--- src/rtl/dfseq_pkg.sv ---
package dfseq_pkg;
  localparam logic [1:0] MODE_RUN   = 2'd0;
  localparam logic [1:0] MODE_REBAL = 2'd1;

  typedef enum logic [1:0] {
    ST_IDLE = 2'd0,
    ST_FIRE = 2'd1,
    ST_WAIT = 2'd2,
    ST_POP  = 2'd3
  } seq_state_e;
endpackage

--- src/rtl/dfseq_fire_gate.sv ---
module dfseq_fire_gate #(
  parameter int N = 3,
  parameter int M = 2
) (
  input  logic         clk,
  input  logic         rst_n,
  input  logic [1:0]   mode,
  input  logic         step,
  input  logic [N-1:0] in_valid,
  input  logic [N-1:0] in_heavy,
  input  logic [M-1:0] out_light,
  input  logic         at_idle,
  output logic         go,
  output logic         rebal_idle
);
  import dfseq_pkg::*;

  logic all_valid, need_fix, is_pause, credit_q, permit;

  assign all_valid = &in_valid;
  assign need_fix  = (|in_heavy) | (|out_light);
  assign is_pause  = mode[1];

  always_comb begin
    if (mode == MODE_RUN)        permit = 1'b1;
    else if (mode == MODE_REBAL) permit = need_fix;
    else                         permit = credit_q;
  end

  assign go         = at_idle & all_valid & permit;
  assign rebal_idle = (mode == MODE_REBAL) & at_idle & ~(all_valid & need_fix);

  always_ff @(posedge clk) begin
    if (!rst_n)         credit_q <= 1'b0;
    else if (!is_pause) credit_q <= 1'b0;
    else if (go)        credit_q <= 1'b0;
    else if (step)      credit_q <= 1'b1;
  end


  rebal_rule_chk: assert property (@(posedge clk) disable iff (!rst_n)
    (go && mode == MODE_REBAL) |-> (need_fix && all_valid));
endmodule

--- src/rtl/dfseq_write_tracker.sv ---
module dfseq_write_tracker #(
  parameter int M = 2
) (
  input  logic         clk,
  input  logic         rst_n,
  input  logic         clear,
  input  logic         open,
  input  logic [M-1:0] out_wr,
  output logic [M-1:0] wr_mask,
  output logic         all_done
);
  logic [M-1:0] seen;

  assign seen     = wr_mask | out_wr;
  assign all_done = open & (&seen);

  always_ff @(posedge clk) begin
    if (!rst_n)     wr_mask <= '0;
    else if (clear) wr_mask <= '0;
    else if (open)  wr_mask <= seen;
  end


  no_double_wr_chk: assert property (@(posedge clk) disable iff (!rst_n)
    open |-> ((out_wr & wr_mask) == '0));
endmodule

--- src/rtl/dfseq_cycle_ctr.sv ---
module dfseq_cycle_ctr #(
  parameter int CW = 16
) (
  input  logic          clk,
  input  logic          rst_n,
  input  logic          inc,
  output logic [CW-1:0] count
);
  always_ff @(posedge clk) begin
    if (!rst_n)   count <= '0;
    else if (inc) count <= count + 1'b1;
  end


  ctr_step_chk: assert property (@(posedge clk) disable iff (!rst_n)
    inc |=> (count == $past(count) + 1'b1));

  ctr_hold_chk: assert property (@(posedge clk) disable iff (!rst_n)
    !inc |=> $stable(count));
endmodule

--- src/rtl/dfmod_fire_seq.sv ---
module dfmod_fire_seq #(
  parameter int N  = 3,
  parameter int M  = 2,
  parameter int CW = 16
) (
  input  logic          clk,
  input  logic          rst_n,
  input  logic [1:0]    mode,
  input  logic          step,
  input  logic [N-1:0]  in_valid,
  input  logic [N-1:0]  in_heavy,
  output logic [N-1:0]  in_ready,
  input  logic [M-1:0]  out_light,
  input  logic [M-1:0]  out_wr,
  output logic          fire_start,
  output logic          busy,
  output logic          rebal_idle,
  output logic [CW-1:0] model_cycle
);
  import dfseq_pkg::*;

  seq_state_e   state_q, state_d;
  logic         go, all_done, open;
  logic [M-1:0] wr_mask;

  dfseq_fire_gate #(.N(N), .M(M)) u_gate (
    .clk(clk), .rst_n(rst_n), .mode(mode), .step(step),
    .in_valid(in_valid), .in_heavy(in_heavy), .out_light(out_light),
    .at_idle(state_q == ST_IDLE), .go(go), .rebal_idle(rebal_idle)
  );

  assign open = (state_q == ST_FIRE) | (state_q == ST_WAIT);

  dfseq_write_tracker #(.M(M)) u_track (
    .clk(clk), .rst_n(rst_n), .clear(go), .open(open),
    .out_wr(out_wr), .wr_mask(wr_mask), .all_done(all_done)
  );

  always_comb begin
    state_d = state_q;
    case (state_q)
      ST_IDLE: if (go) state_d = ST_FIRE;
      ST_FIRE: state_d = all_done ? ST_POP : ST_WAIT;
      ST_WAIT: if (all_done) state_d = ST_POP;
      ST_POP:  state_d = ST_IDLE;
      default: state_d = ST_IDLE;
    endcase
  end

  always_ff @(posedge clk) begin
    if (!rst_n) state_q <= ST_IDLE;
    else        state_q <= state_d;
  end

  assign fire_start = (state_q == ST_FIRE);
  assign busy       = (state_q != ST_IDLE);

  for (genvar i = 0; i < N; i++) begin : g_pop
    assign in_ready[i] = (state_q == ST_POP);
  end

  dfseq_cycle_ctr #(.CW(CW)) u_ctr (
    .clk(clk), .rst_n(rst_n), .inc(state_q == ST_POP), .count(model_cycle)
  );


  pop_after_writes_chk: assert property (@(posedge clk) disable iff (!rst_n)
    (|in_ready) |-> (&wr_mask));

  fire_needs_tokens_chk: assert property (@(posedge clk) disable iff (!rst_n)
    $rose(fire_start) |-> $past(&in_valid));

  start_pulse_chk: assert property (@(posedge clk) disable iff (!rst_n)
    fire_start |=> !fire_start);
endmodule

--- config.mk ---
export PLATFORM = sky130hd
export DESIGN_NAME = dfmod_fire_seq
export DESIGN_NICKNAME = d
export VERILOG_FILES = /design/src/rtl/dfseq_pkg.sv /design/src/rtl/dfseq_fire_gate.sv /design/src/rtl/dfseq_write_tracker.sv /design/src/rtl/dfseq_cycle_ctr.sv /design/src/rtl/dfmod_fire_seq.sv
export SDC_FILE = /design/constraint.sdc
export NUM_CORES = 1
export LEC_CHECK = 0
export BUFFER_PORTS_ARGS = -buffer_cell sky130_fd_sc_hd__buf_2
export CELL_PAD_IN_SITES_DETAIL_PLACEMENT = 1
export CELL_PAD_IN_SITES_GLOBAL_PLACEMENT = 1
export CORE_ASPECT_RATIO = 0.9
export CORE_MARGIN = 2
export CORE_UTILIZATION = 38
export CTS_BUF_LIST = sky130_fd_sc_hd__clkbuf_4 sky130_fd_sc_hd__clkbuf_8 sky130_fd_sc_hd__clkbuf_16
export CTS_CLUSTER_DIAMETER = 40
export DETAILED_ROUTE_END_ITERATION = 7
export GPL_TIMING_DRIVEN = 0
export MAX_ROUTING_LAYER = met4
export PLACE_DENSITY_LB_ADDON = 0.25
export SKIP_LAST_GASP = 1
export SYNTH_ARGS = -nofsm -noshare
export SYNTH_HDL_FRONTEND = slang
export SYNTH_SLANG_ARGS = --single-unit
export TNS_END_PERCENT = 50
--- constraint.sdc ---
create_clock -name clk -period 3.5 [get_ports clk]
set_input_delay 0.525 -clock clk [delete_from_list [all_inputs] [get_ports clk]]
set_output_delay 0.525 -clock clk [all_outputs]
set_load 0.02 [all_outputs]
==> metrics.md, run 1 <==
| Metric | Value |
|---|---|
| Outcome | `completed` |
| Crit end category | `output port` |
| TritonRoute pass-1 iters | `2` |
| GPL Wtd Cong | `0.759` |
| Initial antenna violation count | `0` |
| Pins over their slew limit | `0` |
| Most common cell after layout, fill and taps aside | `buf_2` |
| Synth area leader | `dfxtp_1` |
| Bufs on Longest Clock Path | `2` |
| Post-Synthesis Cells | `116` |
| Rows | `18` |
| Worst-margin pin slew | `0.368 ns` |
| Portion of the post-synthesis area used by sequential elements | `39.8%` |
| Switching Fraction | `32.2%` |
| Multiplexer area fraction after synthesis | `1.90%` |
| Fmax | `0.494 GHz` |
| Setup TNS | `0 ns` |
| Delay-heaviest family, CP | `flip-flops` |
| Unrepaired setup endpoints after global routing | `false` |
| Peak supply drop | `0.216 mV` |
| Area grow syn2layout | `22.7%` |
| Register area | `420 sq um` |
| Crit path launch | `state_q[0]$_SDFFE_PN0P_` |
| Sequential Power Share | `52.2%` |
| Most frequent cells in the layout | `buf_2, dfxtp_1, and2_1, nand2_1, xnor2_1` |
| Clock buffer count from CTS | `3` |
| Post-CTS resize count | `0` |
| Initial core utilization | `39.1%` |
| Yosys top cell area share | `39.8%` |
| Final setup vio count | `0` |
| Worst-path clk slew | `0.12 ns` |
| CP Data Required Time | `2.97 ns` |
| Post-Synth Simple-Gate Area | `30.7%` |
| Post-synthesis adder-cell area fraction | `5.92%` |
| Syn avg cell area | `9.10 sq um` |
| Distinct cells, synth | `26` |
| Worst-skew pair later-pin latency | `0.31 ns` |
| #FFs+latches synth | `21` |
| Hold WC Path Type | `input port to flip-flop` |
| Reg2Reg Launch Point | `state_q[0]$_SDFFE_PN0P_` |
| Setup Skew | `0.00832 ns` |
| Post-Layout Inst Area | `0.00130 sq mm` |
| CP max stage cell | `dfxtp_1` |
| XOR/XNOR Fraction of Synth Area | `12.4%` |
| Filler Cell Count | `348` |
| Buffers & Inverters on Critical Path | `2` |
| Crit path arrival time | `1.50 ns` |
| Synthesized Nets | `136` |
| Grt ovf | `0` |
| Post-route ant nets | `0` |
| Compound-Gate Fraction of Synth Area | `5.33%` |
| Die Span X | `59.6 um` |
| Startpoint Class | `flip-flop` |
| Synthesized area | `0.00106 sq mm` |
| Post-place instance area | `0.00127 sq mm` |
| Number of H-tree levels | `1` |
| First-pass GRT wire length | `3.64 mm` |
| Fin. Hold Viols | `0` |
| Setup Buffers After CTS | `0` |
| Total number of yosys warnings | `0` |
| Clk sinks | `21` |
| Die Y | `54.0 um` |
| Post-layout nets | `176` |
| Clock Tree Root | `clkbuf_4` |
| Port bufs | `35` |
| Layout cell share with drive strength beyond 1 | `30.3%` |
| CP cell instances | `ha_1, buf_4, buf_2` |
| Overall power | `0.511 mW` |
| Comb pwr share | `24.4%` |
| Hold wc startpoint | `step` |
| I/O Pins | `37` |
| Ranking of synthesized cells by area | `dfxtp_1, and2_1, xnor2_1` |
| Lkg Pwr | `0.640 nW` |
| Min cycle time layout | `2.02 ns` |
| Power share of the clock group | `23.4%` |
| Final HPWL DP | `1.83 mm` |
| GRT Total Usage | `15.9%` |
| Max-Cap Viols | `0` |
| Slew headroom | `75.5%` |
| Die Area | `0.00322 sq mm` |
| Routed WL per cell | `12.4 um` |
| Main combinational cell family by area after synthesis | `simple AND/OR/NAND/NOR gates` |
| TritonCTS clock tree | `done` |
| Power Density | `394 mW/mm^2` |
| Vias in the first global route | `840` |
| Crit Path Max Fanout | `9` |
| Multi-input gate area | `594 sq um` |
| Post-Route WL | `2.29 mm` |
| Residual DRC count | `0` |
| Post-CTS Hold Buffers | `0` |
| Int Pwr | `0.347 mW` |
| Pin count of the biggest net entering global routing | `13` |
| Vias per inst | `4.92` |
| Psw | `0.165 mW` |
| Core Box Area | `0.00270 sq mm` |
| DR iter-0 viols | `14` |
| # diodes | `0` |
| Final Cycle Share | `57.8%` |
| Crit Path Class | `flip-flop to output port` |
| Vias | `910` |
| Crit-path max cell delay | `0.46 ns` |
==> layer usage <==
metal / global-route usage (%) / vias to the layer above / wire [um]
li1: - / 464 / -
met1: 16.9 / 426 / 954
met2: 27.5 / 15 / 1190
met3: 5.29 / 5 / 97
met4: 6.67 / 0 / 46
met5: - / - / 0
==> cells by family (layout without fill, tap and decap cells) <==
family / Yosys count / count (layout)
XOR/XNOR: 15 / 15
AO/OA/AOI/OAI: 8 / 8
multiplexers: 2 / 2
flip-flops: 21 / 21
adder cells (fa/ha/maj): 5 / 5
buffers and inverters: 8 / 47
AND/OR/NAND/NOR: 57 / 57
==> tightest hold or removal path: cells and delay by family <==
family                 cells  cell delay, ns
AOI/OAI and AO/OA          1            0.06
and+or+nand+nor            1            0.08
buffers and inverters      1            0.07
==> through the flow <==
step / hold WS, ns / cells / utilization (%) / setup slack, ns
after CTS: 0.455 / 185 / 48.0 / 1.46
after floorplan: 0.437 / 116 / - / 1.80
after detailed placement: 0.463 / 181 / 46.9 / 1.59
after global routing: 0.458 / 185 / 48.0 / 1.39
after global placement: 0.450 / 181 / 46.9 / 1.66
final: 0.458 / 185 / 48.0 / 1.48
==> worst paths after layout <==
check                           cells past startpoint                              end  slack [ns]
worst max-delay path                                3                      in_ready[1]        1.48
worst min-delay path                                3     u_gate.credit_q$_SDFFE_PP0P_        0.46
worst max register to register                      6     u_ctr.count[13]$_SDFFE_PN0P_        1.59
worst min register to register                      2  u_track.wr_mask[0]$_SDFFE_PP0P_        0.49
==> flip-flops by register name, summed over array words and instances (netlist names) <==
| name | flops |
|---|---|
| u_gate.credit_q | 1 |
| u_track.wr_mask | 2 |
| u_ctr.count | 16 |
| state_q | 2 |
==> area by class of cell <==
type	instances	share of cell area (%)
Clock buffer	3	1.74
Tap cell	30	2.90
Sequential cell	21	32.4
Inverter	3	0.869
Timing Repair Buffer	35	13.5
Multi-Input combinational cell	87	45.8
Clock inverter	1	0.386
Buffer	5	2.32
==> Yosys cell counts, drive strengths merged <==
| library cell | count |
|---|---|
| a21boi | 1 |
| a21oi | 3 |
| and2 | 13 |
| and3 | 4 |
| buf | 3 |
| clkbuf | 2 |
| dfxtp | 21 |
| ha | 5 |
| inv | 3 |
| mux2i | 2 |
| nand2 | 12 |
| nand3 | 8 |
| nand4 | 4 |
| nor2 | 7 |
| nor2b | 5 |
| nor3 | 2 |
| nor4 | 1 |
| o21ai | 1 |
| o221a | 1 |
| o221ai | 2 |
| or2 | 1 |
| xnor2 | 9 |
| xor2 | 6 |
==> power groups by stage <==
stage	registers [mW]	clock network [mW]	logic (mW)
6_report	0.267	0.120	0.125
5_1_grt	0.269	0.138	0.142
4_1_cts	0.267	0.127	0.127
3_5_place_dp	0.272	0	0.127
3_3_place_gp	0.270	0	0.121
2_1_floorplan	0.269	0	0.0907
Power figures use the tool's default switching activity.
==> run 2, diff against run 1 <==
--- a/config.mk
+++ b/config.mk
@@ -10,7 +10,7 @@
 export CELL_PAD_IN_SITES_GLOBAL_PLACEMENT = 1
 export CORE_ASPECT_RATIO = 0.9
 export CORE_MARGIN = 2
-export CORE_UTILIZATION = 38
+export CORE_UTILIZATION = 32
 export CTS_BUF_LIST = sky130_fd_sc_hd__clkbuf_4 sky130_fd_sc_hd__clkbuf_8 sky130_fd_sc_hd__clkbuf_16
 export CTS_CLUSTER_DIAMETER = 40
 export DETAILED_ROUTE_END_ITERATION = 7
==> constraint.sdc (replaced) <==
create_clock -name clk -period 1.7 [get_ports clk]
set_input_delay 0.255 -clock clk [delete_from_list [all_inputs] [get_ports clk]]
set_output_delay 0.255 -clock clk [all_outputs]
set_load 0.02 [all_outputs]
==> metrics.md, run 2 (synthesized netlist as in run 1, its figures left out) <==
| Metric | Value |
|---|---|
| Hold WC Path Type | `input port to flip-flop` |
| Slew headroom | `73.0%` |
| First-pass GRT wire length | `4.36 mm` |
| Final setup vio count | `0` |
| CP Data Required Time | `1.91 ns` |
| Number of H-tree levels | `1` |
| I/O Pins | `37` |
| Buffers & Inverters on Critical Path | `0` |
| Crit Path Max Fanout | `9` |
| Top Registers | `u_ctr.count x16, state_q x2, u_track.wr_mask x2` |
| Fmax | `0.623 GHz` |
| Final worst-path setup slack | `0.0958 ns` |
| Unrepaired setup endpoints after global routing | `true` |
| Min cycle time layout | `1.60 ns` |
| Most flops, register | `u_ctr.count` |
| Area grow syn2layout | `27.1%` |
| CP max stage cell | `dfxtp_2` |
| Post-Route WL | `2.46 mm` |
| Pin count of the biggest net entering global routing | `13` |
| Vias per inst | `4.56` |
| Outcome | `completed` |
| Final HPWL DP | `2.01 mm` |
| Delay-heaviest family, CP | `simple AND/OR/NAND/NOR gates` |
| Fin. Hold Viols | `0` |
| TritonRoute pass-1 iters | `2` |
| Port bufs | `35` |
| Max-Cap Viols | `0` |
| Most used cell, CP | `and3_1` |
| Clk sinks | `21` |
| Startpoint Class | `flip-flop` |
| Routed WL per cell | `12.5 um` |
| Hold_ws | `0.200 ns` |
| Bufs on Longest Clock Path | `2` |
| Die Y | `58.5 um` |
| Post-route ant nets | `0` |
| Max reg flops | `16` |
| Peak supply drop | `0.551 mV` |
| Crit Path Class | `flip-flop to flip-flop` |
| Pins over their slew limit | `0` |
| Initial antenna violation count | `0` |
| Worst-skew pair later-pin latency | `0.30 ns` |
| Grt ovf | `0` |
| Post-Layout Inst Area | `0.00134 sq mm` |
| CP cell instances | `ha_4, and3_1, and3_1, nand4_1, xnor2_1, and2_1` |
| Post-place instance area | `0.00128 sq mm` |
| Layout cell share with drive strength beyond 1 | `33.5%` |
| Die Span X | `64.6 um` |
| Core Box Area | `0.00309 sq mm` |
| Vias | `899` |
| Vias in the first global route | `974` |
| Clock buffer count from CTS | `3` |
| Setup Buffers After CTS | `0` |
| Die Area | `0.00378 sq mm` |
| Lkg Pwr | `0.641 nW` |
| Power Density | `820 mW/mm^2` |
| DR iter-0 viols | `27` |
| GPL Wtd Cong | `0.712` |
| Worst-margin pin slew | `0.405 ns` |
| Crit-path max cell delay | `0.42 ns` |
| Initial core utilization | `34.2%` |
| # diodes | `0` |
| Post-CTS Hold Buffers | `0` |
| Residual DRC count | `0` |
| Setup Skew | `0.00550 ns` |
| Post-layout nets | `176` |
| Rows | `19` |
| Clock Tree Root | `clkbuf_4` |
| Dpl ws | `-0.191 ns` |
| GRT Total Usage | `15.0%` |
| Most common cell after layout, fill and taps aside | `buf_2` |
| Worst-path clk slew | `0.12 ns` |
| TritonCTS clock tree | `done` |
| Most frequent cells in the layout | `buf_2, dfxtp_1, and2_1, nand2_1, xnor2_1` |
| Crit path arrival time | `1.82 ns` |
| Crit end category | `flip-flop` |
| Final Cycle Share | `94.4%` |
run 2: changes by cell type in the layout (fill, tap and decap cells not counted):
cell      before  now
ha_1           5    3
dfxtp_2        0    2
a21boi_2       0    1
a21boi_0       1    0
ha_4           0    2
dfxtp_1       21   19
run 2: power breakdown:
part           switching (mW)  internal [mW]
Sequential             0.0361          0.523
Clock                   0.155         0.0877
Combinational           0.164          0.134
Total                   0.355          0.746
run 2: what timing repair did:
action	4_1_cts	5_1_grt
setup endpoints to repair	15	11
resized for setup	5	3
pin swaps	0	1
run 2: layout make-up:
type / instances / area [sq um]
Multi-Input combinational cell: 87 / 623
Clock inverter: 1 / 5.00
Timing Repair Buffer: 35 / 175
Fill cell: 392 / 1750
Inverter: 3 / 11.3
Buffer: 5 / 30.0
Sequential cell: 21 / 423
Clock buffer: 3 / 22.5
Tap cell: 42 / 52.6
run 2: worst min-delay path: cells and delay by family:
kind / cells / cell delay (ns)
compound gates: 1 / 0.06
buf+inv: 1 / 0.07
simple gates: 1 / 0.08
run 2: final timing paths:
| path | startpoint | endpoint | slack, ns | cells past startpoint |
|---|---|---|---|---|
| setup / recovery | state_q[0]$_SDFFE_PN0P_ | u_ctr.count[10]$_SDFFE_PN0P_ | 0.1 | 6 |
| hold / removal | step | u_gate.credit_q$_SDFFE_PP0P_ | 0.20 | 3 |
| setup reg to reg | state_q[0]$_SDFFE_PN0P_ | u_ctr.count[10]$_SDFFE_PN0P_ | 0.1 | 6 |
| hold reg to reg | u_track.wr_mask[0]$_SDFFE_PP0P_ | u_track.wr_mask[0]$_SDFFE_PP0P_ | 0.50 | 2 |
run 2: per-stage QoR:
| stage | TNS, ns | total power [mW] | cells | util, % |
|---|---|---|---|---|
| after floorplan | 0 | 0.740 | 116 | - |
| after global placement | -0.739 | 0.808 | 193 | 41.5 |
| after detailed placement | -1.22 | 0.829 | 193 | 41.5 |
| after CTS | 0 | 1.10 | 197 | 43.0 |
| after global routing | -0.0404 | 1.18 | 197 | 43.4 |
| final | 0 | 1.10 | 197 | 43.4 |
run 2: metal layers:
metal	global-route usage, %	vias up	part of all wire [%]	wire length (um)
li1	-	466	-	-
met1	17.9	415	44	1090
met2	26.2	16	51	1270
met3	4.21	2	3.6	88
met4	1.82	0	0.69	17
met5	-	-	0	0
==> run 3, diff against run 2 <==
--- a/config.mk
+++ b/config.mk
@@ -6,6 +6,7 @@
 export NUM_CORES = 1
 export LEC_CHECK = 0
 export BUFFER_PORTS_ARGS = -buffer_cell sky130_fd_sc_hd__buf_2
+export CAP_MARGIN = 20
 export CELL_PAD_IN_SITES_DETAIL_PLACEMENT = 1
 export CELL_PAD_IN_SITES_GLOBAL_PLACEMENT = 1
 export CORE_ASPECT_RATIO = 0.9
==> constraint.sdc (replaced) <==
create_clock -name clk -period 1.7 [get_ports clk]
set_input_delay 0 -clock clk [delete_from_list [all_inputs] [get_ports clk]]
set_output_delay 0 -clock clk [all_outputs]
set_load 0.02 [all_outputs]
==> metrics.md, run 3 (synthesized netlist as in run 1, its figures left out) <==
| Metric | Value |
|---|---|
| Die Y | `58.5 um` |
| DR iter-0 viols | `38` |
| Slew headroom | `72.9%` |
| TritonCTS clock tree | `done` |
| Unrepaired setup endpoints after global routing | `false` |
| Setup Skew | `0.00788 ns` |
| Max-Cap Viols | `0` |
| CP Data Required Time | `1.91 ns` |
| Vias per inst | `4.55` |
| Post-Layout Inst Area | `0.00139 sq mm` |
| Post-layout nets | `180` |
| Initial antenna violation count | `0` |
| Final worst-path setup slack | `0.127 ns` |
| Top Registers | `u_ctr.count x16, state_q x2, u_track.wr_mask x2` |
| GRT Total Usage | `15.7%` |
| Dpl ws | `-0.191 ns` |
| Final core utilization | `44.8%` |
| Power share of the clock group | `21.7%` |
| Buffers & Inverters on Critical Path | `0` |
| Sequential Power Share | `50.7%` |
| GPL Wtd Cong | `0.712` |
| Rows | `19` |
| Crit end category | `flip-flop` |
| Bufs on Longest Clock Path | `2` |
| CP cell instances | `ha_4, and3_1, and3_1, nand4_1, xnor2_1, and2_1` |
| Post-route ant nets | `0` |
| Final HPWL DP | `2.01 mm` |
| Most common cell after layout, fill and taps aside | `buf_2` |
| Worst-skew pair later-pin latency | `0.30 ns` |
| Power Density | `804 mW/mm^2` |
| Post-Route WL | `2.55 mm` |
| Hold WC Path Type | `input port to flip-flop` |
| Clock buffer count from CTS | `3` |
| Grt ovf | `0` |
| TritonRoute pass-1 iters | `2` |
| Max reg flops | `16` |
| Worst-margin pin slew | `0.407 ns` |
| Delay-heaviest family, CP | `simple AND/OR/NAND/NOR gates` |
| Most frequent cells in the layout | `buf_2, dfxtp_1, and2_1, nand2_1, xnor2_1` |
| Die Span X | `64.6 um` |
| Most flops, register | `u_ctr.count` |
| Die Area | `0.00378 sq mm` |
| Psw | `0.357 mW` |
| # diodes | `0` |
| Post-place instance area | `0.00128 sq mm` |
| Crit path arrival time | `1.79 ns` |
| Int Pwr | `0.757 mW` |
| Final setup vio count | `0` |
| Vias in the first global route | `1013` |
| Switching Fraction | `32.1%` |
| Fmax | `0.636 GHz` |
| First-pass GRT wire length | `4.55 mm` |
| Outcome | `completed` |
| Hold_ws | `0.0713 ns` |
| Crit Path Class | `flip-flop to flip-flop` |
| Clk sinks | `21` |
| Fin. Hold Viols | `0` |
| Comb pwr share | `27.6%` |
| Worst-path clk slew | `0.12 ns` |
| Initial core utilization | `34.2%` |
| Final Cycle Share | `92.6%` |
| Pins over their slew limit | `0` |
| Clock Tree Root | `clkbuf_4` |
| CP max stage cell | `dfxtp_4` |
| Startpoint Class | `flip-flop` |
| Pin count of the biggest net entering global routing | `13` |
| Core Box Area | `0.00309 sq mm` |
| Port bufs | `35` |
| Peak supply drop | `0.562 mV` |
| Crit Path Max Fanout | `9` |
| I/O Pins | `37` |
| Vias | `914` |
| Residual DRC count | `0` |
| Layout cell share with drive strength beyond 1 | `32.7%` |
| Most used cell, CP | `and3_1` |
| Area grow syn2layout | `31.2%` |
| Min cycle time layout | `1.57 ns` |
| Number of H-tree levels | `1` |
| Routed WL per cell | `12.7 um` |
| Crit-path max cell delay | `0.41 ns` |
| Lkg Pwr | `0.657 nW` |
==> run 3: cell count changes in the layout (fill, tap and decap cells not counted) <==
cell / change
dlygate4sd3_1: +4
dfxtp_2: -1
dfxtp_4: +1
==> run 3: power by group through the flow <==
stage	clock network, mW	registers, mW	logic (mW)
floorplan	0	0.553	0.187
global placement	0	0.556	0.251
detailed placement	0	0.560	0.270
CTS	0.259	0.558	0.287
global route	0.275	0.568	0.347
finish	0.242	0.564	0.307
==> run 3: worst register-to-register path, cell delays in order (launching register included) <==
cell and delay, ns:
dfxtp_4 0.41, ha_4 0.20, and3_1 0.18, and3_1 0.27
nand4_1 0.14, xnor2_1 0.14, and2_1 0.16
==> run 3: worst paths after layout <==
| path | startpoint | to | slack [ns] | cells past startpoint |
|---|---|---|---|---|
| max | state_q[0]$_SDFFE_PN0P_ | u_ctr.count[10]$_SDFFE_PN0P_ | 0.13 | 6 |
| max reg2reg | state_q[0]$_SDFFE_PN0P_ | u_ctr.count[10]$_SDFFE_PN0P_ | 0.13 | 6 |
| min reg2reg | u_track.wr_mask[0]$_SDFFE_PP0P_ | u_track.wr_mask[0]$_SDFFE_PP0P_ | 0.49 | 2 |
| min | rst_n | state_q[0]$_SDFFE_PN0P_ | 0.07 | 2 |
==> run 3: per-stage QoR <==
stage	total power [mW]	std cells	TNS (ns)
6_report	1.11	201	0
5_1_grt	1.19	201	0
4_1_cts	1.10	201	0
3_5_place_dp	0.829	193	-1.22
3_3_place_gp	0.808	193	-0.739
2_1_floorplan	0.740	116	0
==> run 3: layout make-up <==
cell class | count | area, sq um
repair buffers | 39 | 215
well taps | 42 | 52.6
plain buffers | 5 | 30.0
multi-input cells | 87 | 623
inverters | 3 | 11.3
fillers | 388 | 1710
clock buffers | 3 | 22.5
clock inverters | 1 | 5.00
flip-flops and latches | 21 | 425
==> run 3: what timing repair did <==
item | 4_1_cts | 5_1_grt
resized for setup | 5 | 3
hold buffers | 4 | 0
buffers inserted | 0 | 0
pin swaps | 0 | 1
setup endpoints to repair | 12 | 9
hold endpoints to repair | 3 | 0
==> run 3: routing by layer <==
metal	GRT usage, %	vias up	part of all wire, %
met3	4.21	2	3.8
met4	1.82	0	0.67
met1	18.5	422	43
met2	27.8	16	52
met5	-	-	0
li1	-	474	-
